### src/rtl/ebc_pkg.sv
package ebc_pkg;

    localparam int ADDR_W = 24;
    localparam int DATA_W = 16;
    localparam int BYTE_W = 8;
    localparam int LO_AW  = 16;
    localparam int WS_W   = 4;
    localparam int RUN_W  = 8;

    typedef struct packed {
        logic            mux;       // shared address/data port
        logic            wide;      // 16-bit data path
        logic [WS_W-1:0] ws;        // wait states
        logic            ale_long;  // second ALE cycle
        logic            rw_dly;    // idle cycle before strobe
        logic            rdy_en;    // ready handshake enabled
    } win_attr_t;

    localparam int ATTR_W = $bits(win_attr_t);

    typedef enum logic [2:0] {
        ST_IDLE,
        ST_ADDR,
        ST_ALEX,
        ST_DLY,
        ST_STRB,
        ST_RDYW,
        ST_HOLD
    } bus_st_t;

    // Keep only the address lines exposed by the width code.
    function automatic logic [ADDR_W-1:0] width_mask(input logic [1:0] sel);
        logic [ADDR_W-1:0] m;
        case (sel)
            2'd0:    m = 24'h00FFFF;
            2'd1:    m = 24'h03FFFF;
            2'd2:    m = 24'h0FFFFF;
            default: m = 24'hFFFFFF;
        endcase
        return m;
    endfunction

    // A full word to a byte-wide window takes two bus parts.
    function automatic logic split_needed(input win_attr_t a, input logic [1:0] be);
        return !a.wide && (be == 2'b11);
    endfunction

endpackage

### src/rtl/ebc_win_decode.sv
module ebc_win_decode
    import ebc_pkg::*;
#(
    parameter int NWIN = 5
)
(
    input  logic [ADDR_W-1:0]      addr,
    input  logic [NWIN-1:0]        win_en,
    input  logic [NWIN*ADDR_W-1:0] win_base,
    input  logic [NWIN*ADDR_W-1:0] win_mask,
    input  logic [NWIN*ATTR_W-1:0] win_attr,
    input  win_attr_t              dflt_attr,
    output win_attr_t              sel_attr
);

    localparam int IDX_W = (NWIN > 1) ? $clog2(NWIN) : 1;

    logic [NWIN-1:0]  match;
    logic             hit;
    logic [IDX_W-1:0] idx;

    generate
        for (genvar g = 0; g < NWIN; g++) begin : g_win
            assign match[g] = win_en[g] &&
                ((addr & win_mask[g*ADDR_W +: ADDR_W]) == win_base[g*ADDR_W +: ADDR_W]);
        end
    endgenerate

    // Scan downward so the lowest matching index is the one kept.
    always_comb begin
        sel_attr = dflt_attr;
        hit      = 1'b0;
        idx      = '0;
        for (int i = NWIN - 1; i >= 0; i--) begin
            if (match[i]) begin
                sel_attr = win_attr[i*ATTR_W +: ATTR_W];
                hit      = 1'b1;
                idx      = IDX_W'(i);
            end
        end
        a_hit_consistent_r1: assert (!hit || (win_en[idx] &&
            ((addr & win_mask[idx*ADDR_W +: ADDR_W]) == win_base[idx*ADDR_W +: ADDR_W])))
            else $error("selected window does not match address");
    end

endmodule

### src/rtl/ebc_lane.sv
module ebc_lane
    import ebc_pkg::*;
(
    input  logic [ADDR_W-2:0] word_addr,
    input  logic [1:0]        be,
    input  logic [DATA_W-1:0] wdata,
    input  logic              wide,
    input  logic              part,
    input  logic [1:0]        aw_sel,
    output logic [ADDR_W-1:0] bus_addr,
    output logic [DATA_W-1:0] bus_wdata,
    output logic              bhe_n,
    output logic              lane_hi
);

    logic a0;

    // Odd byte for a high-only request or for the second part of a split.
    assign a0        = part | (be == 2'b10);
    assign lane_hi   = a0;
    assign bus_addr  = {word_addr, a0} & width_mask(aw_sel);
    assign bus_wdata = wide ? wdata
                     : {{(DATA_W-BYTE_W){1'b0}},
                        a0 ? wdata[DATA_W-1:BYTE_W] : wdata[BYTE_W-1:0]};
    assign bhe_n     = wide ? ~be[1] : 1'b1;

endmodule

### src/rtl/ebc_seq.sv
module ebc_seq
    import ebc_pkg::*;
(
    input  logic      clk,
    input  logic      rst,
    input  logic      start,
    input  logic      two_parts,
    input  logic      ready,
    input  win_attr_t attr,
    output bus_st_t   st,
    output logic      part,
    output logic      cap
);

    bus_st_t          st_q, st_d;
    logic [WS_W-1:0]  cnt_q;
    logic             part_q;
    logic [RUN_W-1:0] run_q;
    logic             last_wait;
    logic             rdy_ok;
    logic             strobe;

    assign last_wait = (cnt_q == attr.ws);
    assign rdy_ok    = !attr.rdy_en || ready;
    assign strobe    = (st_q == ST_STRB) || (st_q == ST_RDYW);

    always_comb begin
        st_d = st_q;
        unique case (st_q)
            ST_IDLE: if (start) st_d = ST_ADDR;
            ST_ADDR: st_d = attr.ale_long ? ST_ALEX : (attr.rw_dly ? ST_DLY : ST_STRB);
            ST_ALEX: st_d = attr.rw_dly ? ST_DLY : ST_STRB;
            ST_DLY:  st_d = ST_STRB;
            ST_STRB: if (last_wait) st_d = rdy_ok ? ST_HOLD : ST_RDYW;
            ST_RDYW: if (ready) st_d = ST_HOLD;
            ST_HOLD: st_d = (two_parts && !part_q) ? ST_ADDR : ST_IDLE;
            default: st_d = ST_IDLE;
        endcase
    end

    always_ff @(posedge clk) begin
        if (rst) begin
            st_q   <= ST_IDLE;
            cnt_q  <= '0;
            part_q <= 1'b0;
            run_q  <= '0;
        end else begin
            st_q  <= st_d;
            cnt_q <= (st_q == ST_STRB && !last_wait) ? cnt_q + 1'b1 : '0;
            if (st_q == ST_IDLE)
                part_q <= 1'b0;
            else if (st_q == ST_HOLD)
                part_q <= 1'b1;
            if (strobe)
                run_q <= (run_q == {RUN_W{1'b1}}) ? run_q : run_q + 1'b1;
            else
                run_q <= '0;
        end
    end

    assign st   = st_q;
    assign part = part_q;
    assign cap  = (st_q == ST_STRB && last_wait && rdy_ok) || (st_q == ST_RDYW && ready);

    p_wait_len_r5: assert property (@(posedge clk) disable iff (rst)
        (st_q == ST_HOLD) |-> (run_q > {{(RUN_W-WS_W){1'b0}}, attr.ws}));

    p_ale_ext_r6: assert property (@(posedge clk) disable iff (rst)
        (st_q == ST_ADDR && attr.ale_long) |=> (st_q == ST_ALEX));

    p_strobe_delay_r7: assert property (@(posedge clk) disable iff (rst)
        (st_q == ST_STRB && $past(st_q) != ST_STRB && attr.rw_dly) |-> ($past(st_q) == ST_DLY));

    p_ready_stretch_r8: assert property (@(posedge clk) disable iff (rst)
        (st_q == ST_RDYW && !ready) |=> (st_q == ST_RDYW));

endmodule

### src/rtl/ext_bus_ctrl.sv
module ext_bus_ctrl
    import ebc_pkg::*;
#(
    parameter int NWIN = 5
)
(
    input  logic                   clk,
    input  logic                   rst,
    input  logic [1:0]             addr_sel,
    input  logic [NWIN-1:0]        cfg_win_en,
    input  logic [NWIN*ADDR_W-1:0] cfg_win_base,
    input  logic [NWIN*ADDR_W-1:0] cfg_win_mask,
    input  logic [NWIN*ATTR_W-1:0] cfg_win_attr,
    input  logic [ATTR_W-1:0]      cfg_dflt_attr,
    input  logic                   req_valid,
    output logic                   req_ready,
    input  logic [ADDR_W-1:0]      req_addr,
    input  logic [DATA_W-1:0]      req_wdata,
    input  logic [1:0]             req_be,
    input  logic                   req_write,
    output logic                   rsp_valid,
    output logic [DATA_W-1:0]      rsp_rdata,
    output logic                   ext_ale,
    output logic                   ext_rd_n,
    output logic                   ext_wr_n,
    output logic                   ext_bhe_n,
    output logic [DATA_W-1:0]      ext_ad_out,
    output logic                   ext_ad_oe,
    input  logic [DATA_W-1:0]      ext_ad_in,
    output logic [LO_AW-1:0]       ext_a_out,
    output logic [ADDR_W-LO_AW-1:0] ext_a_hi,
    input  logic                   ext_ready
);

    win_attr_t         dec_attr;
    win_attr_t         r_attr;
    logic [ADDR_W-2:0] r_waddr;
    logic [DATA_W-1:0] r_wdata;
    logic [1:0]        r_be;
    logic              r_write;
    logic [DATA_W-1:0] rdata_q;

    bus_st_t           st;
    logic              part;
    logic              cap;
    logic              accept;
    logic              two;

    logic [ADDR_W-1:0] bus_addr;
    logic [DATA_W-1:0] bus_wdata;
    logic              bhe_n;
    logic              lane_hi;

    logic              active, ale_ph, strb_ph, data_ph;

    ebc_win_decode #(.NWIN(NWIN)) u_dec (
        .addr      (req_addr),
        .win_en    (cfg_win_en),
        .win_base  (cfg_win_base),
        .win_mask  (cfg_win_mask),
        .win_attr  (cfg_win_attr),
        .dflt_attr (win_attr_t'(cfg_dflt_attr)),
        .sel_attr  (dec_attr)
    );

    assign req_ready = (st == ST_IDLE);
    assign accept    = req_valid && req_ready;
    assign two       = split_needed(r_attr, r_be);

    ebc_seq u_seq (
        .clk       (clk),
        .rst       (rst),
        .start     (accept),
        .two_parts (two),
        .ready     (ext_ready),
        .attr      (r_attr),
        .st        (st),
        .part      (part),
        .cap       (cap)
    );

    ebc_lane u_lane (
        .word_addr (r_waddr),
        .be        (r_be),
        .wdata     (r_wdata),
        .wide      (r_attr.wide),
        .part      (part),
        .aw_sel    (addr_sel),
        .bus_addr  (bus_addr),
        .bus_wdata (bus_wdata),
        .bhe_n     (bhe_n),
        .lane_hi   (lane_hi)
    );

    always_ff @(posedge clk) begin
        if (rst) begin
            r_attr  <= '0;
            r_waddr <= '0;
            r_wdata <= '0;
            r_be    <= '0;
            r_write <= 1'b0;
            rdata_q <= '0;
        end else if (accept) begin
            r_attr  <= dec_attr;
            r_waddr <= req_addr[ADDR_W-1:1];
            r_wdata <= req_wdata;
            r_be    <= req_be;
            r_write <= req_write;
            rdata_q <= '0;
        end else if (cap) begin
            if (r_attr.wide)
                rdata_q <= ext_ad_in;
            else if (lane_hi)
                rdata_q[DATA_W-1:BYTE_W] <= ext_ad_in[BYTE_W-1:0];
            else
                rdata_q[BYTE_W-1:0] <= ext_ad_in[BYTE_W-1:0];
        end
    end

    assign active  = (st != ST_IDLE);
    assign ale_ph  = (st == ST_ADDR) || (st == ST_ALEX);
    assign strb_ph = (st == ST_STRB) || (st == ST_RDYW);
    assign data_ph = (st == ST_DLY) || strb_ph || (st == ST_HOLD);

    assign ext_ale    = ale_ph;
    assign ext_rd_n   = !(strb_ph && !r_write);
    assign ext_wr_n   = !(strb_ph && r_write);
    assign ext_bhe_n  = active ? bhe_n : 1'b1;
    assign ext_ad_oe  = (r_attr.mux && ale_ph) || (r_write && data_ph);
    assign ext_ad_out = (r_attr.mux && ale_ph) ? bus_addr[LO_AW-1:0]
                      : ((r_write && data_ph) ? bus_wdata : '0);
    assign ext_a_out  = (active && !r_attr.mux) ? bus_addr[LO_AW-1:0] : '0;
    assign ext_a_hi   = active ? bus_addr[ADDR_W-1:LO_AW] : '0;

    assign rsp_valid = (st == ST_HOLD) && (part || !two);
    assign rsp_rdata = rdata_q;

    p_idle_quiet_r9: assert property (@(posedge clk) disable iff (rst)
        req_ready |-> (ext_rd_n && ext_wr_n && !ext_ale));

    p_accept_ale_r9: assert property (@(posedge clk) disable iff (rst)
        (req_valid && req_ready) |=> ext_ale);

    p_rsp_pulse_r9: assert property (@(posedge clk) disable iff (rst)
        rsp_valid |=> !rsp_valid);

    p_no_read_drive_r11: assert property (@(posedge clk) disable iff (rst)
        !ext_rd_n |-> !ext_ad_oe);

    p_hi_lines_r4: assert property (@(posedge clk) disable iff (rst)
        (addr_sel == 2'd0) |-> (ext_a_hi == '0));

endmodule

### config.mk
export PLATFORM = sky130hd
export DESIGN_NAME = ext_bus_ctrl
export DESIGN_NICKNAME = d
export VERILOG_FILES = /design/src/rtl/ebc_pkg.sv /design/src/rtl/ebc_win_decode.sv /design/src/rtl/ebc_lane.sv /design/src/rtl/ebc_seq.sv /design/src/rtl/ext_bus_ctrl.sv
export SDC_FILE = /design/constraint.sdc
export NUM_CORES = 1
export LEC_CHECK = 0
export BUFFER_PORTS_ARGS = -buffer_cell sky130_fd_sc_hd__buf_2
export CORE_AREA = 2 2 165 167
export CTS_CLUSTER_DIAMETER = 60
export DETAILED_ROUTE_END_ITERATION = 10
export DIE_AREA = 0 0 167 169
export GPL_ROUTABILITY_DRIVEN = 0
export PLACE_DENSITY = 0.52
export SYNTH_ARGS = -nofsm -noshare
export SYNTH_HDL_FRONTEND = slang
export SYNTH_SLANG_ARGS = --single-unit
### constraint.sdc
create_clock -name clk -period 5.3 [get_ports clk]
set_input_delay 0.795 -clock clk [delete_from_list [all_inputs] [get_ports clk]]
set_output_delay 0.795 -clock clk [all_outputs]
set_load 0.03 [all_outputs]
# --- Yosys cells after proc, flatten, opt, wreduce, memory -nomap -nowiden ---
# Index checks and enable logic that the tools add are counted.
word_totals:
  ff_bits: 75
  output_inout_bits: 63
  wordCells: 115
op_classes:
  add_sub_neg: 1
  eq_ne: 20
  muxes: 25
  bitwise_logic: 9
  reduce_logical: 45
op_table:
  columns: ["operator", "n"]
  rows:
  - ["$and 24x24->24", 6]
  - ["$eq 24x24->1", 5]
  - ["$mux 16", 5]
  - ["$pmux 24 s3", 1]
  - ["$mux 9", 5]
  - ["$mux 8", 4]
  - ["$pmux 3 s7", 1]
  - ["$logic_and 1x1->1", 18]
  - ["$mux 3", 5]
  - ["$eq 3x3->1 const B", 3]
  - ["$logic_not 1->1", 9]
  - ["$logic_or 1x1->1", 8]
  - ["$eq 2x2->1 const B", 3]
  - ["$eq 3x2->1 const B", 2]
  - ["$reduce_or 2->1", 3]
  - ["$add 4x1->4 const B", 1]
  - ["$eq 4x4->1", 1]
  - ["$ne 2x1->1 const B", 2]
  - ["$ne 2x2->1 const B", 2]
  - ["$reduce_and 2->1", 2]
  - ["$eq 3x1->1 const B", 1]
  - ["$logic_not 3->1", 1]
  - ["$mux 1", 3]
  - ["$reduce_and 3->1", 1]
  - ["other kinds (7)", 8]

# --- Longest topological paths before layout ---
depth:
  depth_word: 8
  depth_mapped: 10
  depth_no_buf: 8

# --- Modules after synthesis ---
# Synthesis repeated with hierarchy kept, for this count alone.
unflattened:
  hier_cells: 868
  area_unflattened_um2: 6407.4
by_module_without_submodules:
  columns: ["module", "instances", "cells_per_inst", "area_each_um2"]
  rows:
  - ["ext_bus_ctrl", 1, 360, 2892.8]
  - ["ebc_win_decode", 1, 406, 2661.3]
  - ["ebc_seq", 1, 58, 488.0]
  - ["ebc_lane", 1, 44, 365.4]

# --- Worst setup path before layout ---
# Ideal clock, no wire load.
synth_timing:
  path_kind: "reg2out"
  startpoint: "register u_seq.st_q[0], in the netlist u_seq.st[0]"
  endpoint: "output ext_ad_out[1]"
  t_arrival_ps: 2360
  slack_ps: 2145
  path_stages_with_launch: 9
  path_buffers: 3
  path_cell_list: "dfxtp_1 clkbuf_1 nand2_1 a21oi_1 and2_1 clkbuf_1 clkbuf_1 nand2_1 o21ai_0"
synth_between:
  elab_cells_between_ends: 14
  cone_classes: "6 x eq/ne; 2 x mux; 6 x reduce/logical"
synth_rtl:
  columns: ["element", "line", "text"]
  rows:
  - ["start, declared", "ebc_seq.sv:15", "bus_st_t st_q, st_d;"]
  - ["start signal, assigned", "ebc_seq.sv:48", "st_q <= st_d;"]
  - ["$eq 3x1->1 / $eq 3x2->1 (equally long branches)", "ext_bus_ctrl.sv:121", "assign ale_ph = (st == ST_ADDR) || (st == ST_ALEX);"]
  - ["$logic_or 1x1->1 (*)", "ext_bus_ctrl.sv:121", null]
  - ["net ext_ale", "ext_bus_ctrl.sv:23", "output logic ext_ale,"]
  - ["$logic_and 1x1->1 (*)", "ext_bus_ctrl.sv:130", "assign ext_ad_out = (r_attr.mux && ale_ph) ? bus_addr[LO_AW-1:0]"]
  - ["$mux 16 (*)", "ext_bus_ctrl.sv:130", null]
  - ["end, declared", "ext_bus_ctrl.sv:27", "output logic [DATA_W-1:0] ext_ad_out,"]
# The timed path passes the listed nets; every way through them passes the cells marked *.

# --- Final worst setup path ---
layout_timing:
  startpoint: "register u_seq.st_q[2], in the netlist u_seq.st[2]"
  endpoint: "output ext_a_out[15]"
layout_between:
  elab_chain_len: 3
layout_rtl:
  columns: ["element", "line", "text"]
  rows:
  - ["$reduce_bool 3->1", "ext_bus_ctrl.sv:120", "assign active = (st != ST_IDLE);"]
  - ["$logic_and 1x1->1", "ext_bus_ctrl.sv:132", "assign ext_a_out = (active && !r_attr.mux) ? bus_addr[LO_AW-1:0] : '0;"]
  - ["$mux 16", "ext_bus_ctrl.sv:132", null]
  - ["end, declared", "ext_bus_ctrl.sv:30", "output logic [LO_AW-1:0] ext_a_out,"]
# No other way between the ends.

==> metrics <==
status=completed; Synth Instances=730; CTS Hold Bufs=0; Netlist cell types=53; clock network power share=25.9%; Syn Area/Cell=7.92 sq um; Final Hold Viols=0; fin nets=1,488; CTS Buf Count=9; FF-to-FF End=r_attr[2]$_SDFFE_PP0P_; CTS tree=yes; P_int=0.00143 W; sequential share of power=32.7%; clock slew at reported path FFs=60 ps; num rows=60; largest cells by area after synthesis=dfxtp_1 26%, a22o_1 8.8%, and3_1 6.1%; via/cell ratio=4.94; crit path from=u_seq.st[2]$_SDFFE_PP0P_; die area=0.0282 sq mm; CP Launch Type=register; Seq cells post-synth=75; die height=169 microns; Leak=4.34 nW; GRT met1 Usage=24.2%; Worst Max-Slew Pin Slew=1130 ps; peak supply drop=0.209 mV; Initial DRT Pass Iterations=5; flop2flop setup slack=2440 ps; worst-path fanout max=15; Total Wirelength=30,700 microns; Synth Warn #=0; Clock Latency Late Sink=340 ps; Initial Utilization=21.8%; CP endpoint=ext_a_out[15]; TritonCTS Sinks=75; setup_tns=0 ps; Switching Fraction=40.5%; pin count of the biggest net entering global routing=37; post-synthesis async set-or-reset flop share=0%; register area share after synthesis=26.0%; detailed router's first-iteration violation count=468; Area Growth Syn to Fin=46.3%; routed length per placed instance=20.9 microns; top cells by count, synth=75 x dfxtp_1, 64 x nand2_1, 62 x a21oi_1, 58 x a22o_1, 56 x and3_1; most numerous cell in the Yosys netlist=dfxtp_1; Synth Cell Area=0.00578 sq mm; Slew Viols, Final=0; worst slack, placed=1620 ps; Tot GR Track Use=20.4%; Worst Clk Skew=10.1 ps; Arr. time, crit path=2930 ps; CTS H-tree lvls=3; Yosys top cell by area=dfxtp_1; final setup fails=0; CTS root buf=clkbuf_16; share of cells above drive strength 1=40.4%; slack of the critical path=1570 ps; setup bufs post-CTS=0; Detail Route Antenna Nets=0; reg2reg start=u_seq.st[0]$_SDFFE_PP0P_; final critical-path required period=3730 ps; drc violations=0; RSZ-0062 raised after global routing=false; Synth Net Count=1,095; met2 GRT Util=36.9%; Filler Cell Count=2,928; global-route wire length before repair=43,400 microns; Max-Cap Viols=0; Placeable Area=0.0265 sq mm; Die W=167 microns; cells on worst reg2reg path=8; busiest grt layer=met2; Max Clk Rate=268 MHz; Boundary Pins=427; top-area cell type share of the netlist area=26.0%; logic gate share of total power=41.4%; met3 usage=4.56%; pwr dens=284 mW/mm^2; PortBufs=426; vias=7,261; Slew HR=24.4%; grt ovf=0; critical path data required time=4510 ps; CP Capture Type=output port; crit share post-route=70.3%; DP HPWL=25,800 microns; vias in the first global route=7,066; Hold Path Class=reg2reg; CP Class=reg2out; antenna violations before repair=6; PostCTS Resize Cnt=0; Net Switching=0.000973 W; prevailing post-synth register cell=dfxtp_1; clock buffer depth=2; Post-synth EDFFs=0
[cell usage in the layout (no fill, tap or decap), types with 3 or more instances in the layout]
master,instances
a211oi_1,32
nor3_1,5
a22o_1,58
mux2i_1,32
a21oi_1,61
buf_2,426
and3b_1,26
nor4_1,10
o21ai_0,15
nand4_1,10
nand3_1,31
a21o_1,16
clkbuf_16,9
dfxtp_1,75
a211o_1,9
a21boi_0,26
and4b_1,4
buf_4,4
nand2_1,64
and3_1,56
o22ai_1,10
diode_2,3
o211a_1,3
xor2_1,12
xnor2_1,20
o22a_1,16
and2_1,21
inv_1,3
nor2_1,38
[per-layer routing]
| metal | routed length, microns | part of all wire (%) |
|---|---|---|
| met5 | 23 | 0.075 |
| met4 | 718 | 2.3 |
| met3 | 1970 | 6.4 |
| met2 | 15400 | 50 |
| met1 | 12500 | 41 |
[final cells by class]
class	instances	area, sq um	area share, %
flip-flops and latches	75	1500	17.7
well taps	341	427	5.04
clock buffers	10	229	2.71
clock inverters	5	62.6	0.740
diodes	3	7.51	0.0887
multi-input cells	601	4050	47.8
repair buffers	430	2160	25.6
inverters	6	22.5	0.266
[flip-flops by register name, summed over array words and instances (netlist names)]
name	flops
r_attr	9
rsp_rdata	16
r_wdata	16
r_waddr	23
r_be	2
u_seq.part	1
u_seq.cnt_q	4
r_write	1
u_seq.st	3
[through the flow]
step                hold slack, ps  util, %  total power (W)  cells  area (sq um)
floorplan                      441        -          0.00139    730          5780
global placement               454     30.8          0.00179   1453          8160
detailed placement             462     30.8          0.00180   1453          8160
CTS                            476     31.9          0.00243   1468          8450
global route                   498     31.9          0.00254   1471          8460
finish                         469     31.9          0.00241   1471          8460
[cells by family after synthesis]
family,count (synthesis),share of synthesized area (%)
buffers and inverters,54,4.44
DFF,75,26.0
AOI/OAI and AO/OA,258,32.2
adders and majority gates,1,0.216
xor gates and xnor gates,32,4.85
and+or+nand+nor,278,26.8
muxes,32,5.54
[power by group through the flow]
stage / Combinational [W] / Sequential (W) / Clock (W)
floorplan: 0.000636 / 0.000755 / 0
global placement: 0.000996 / 0.000798 / 0
detailed placement: 0.00100 / 0.000797 / 0
CTS: 0.00101 / 0.000786 / 0.000639
global route: 0.00108 / 0.000801 / 0.000659
finish: 0.000997 / 0.000787 / 0.000622
[critical path, cell delays in order, from the launching register on]
cell and delay [ps]:
dfxtp_1 490, clkinv_1 320, nand3_1 430, inv_2 150, nor2_1 740, and2_1 260, buf_2 200
[how the worst min path moves through the flow]
| stage | from | cells after the start | end |
|---|---|---|---|
| detailed placement | r_waddr[19]$_SDFFE_PP0P_ | 1 | r_waddr[19]$_SDFFE_PP0P_ |
| global placement | r_waddr[22]$_SDFFE_PP0P_ | 1 | r_waddr[22]$_SDFFE_PP0P_ |
| CTS | r_waddr[22]$_SDFFE_PP0P_ | 1 | r_waddr[22]$_SDFFE_PP0P_ |
| global route | r_wdata[6]$_SDFFE_PP0P_ | 1 | r_wdata[6]$_SDFFE_PP0P_ |
| floorplan | r_waddr[19]$_SDFFE_PP0P_ | 1 | r_waddr[19]$_SDFFE_PP0P_ |
| finish | r_waddr[22]$_SDFFE_PP0P_ | 1 | r_waddr[22]$_SDFFE_PP0P_ |
(Power assumes the default switching activity.)
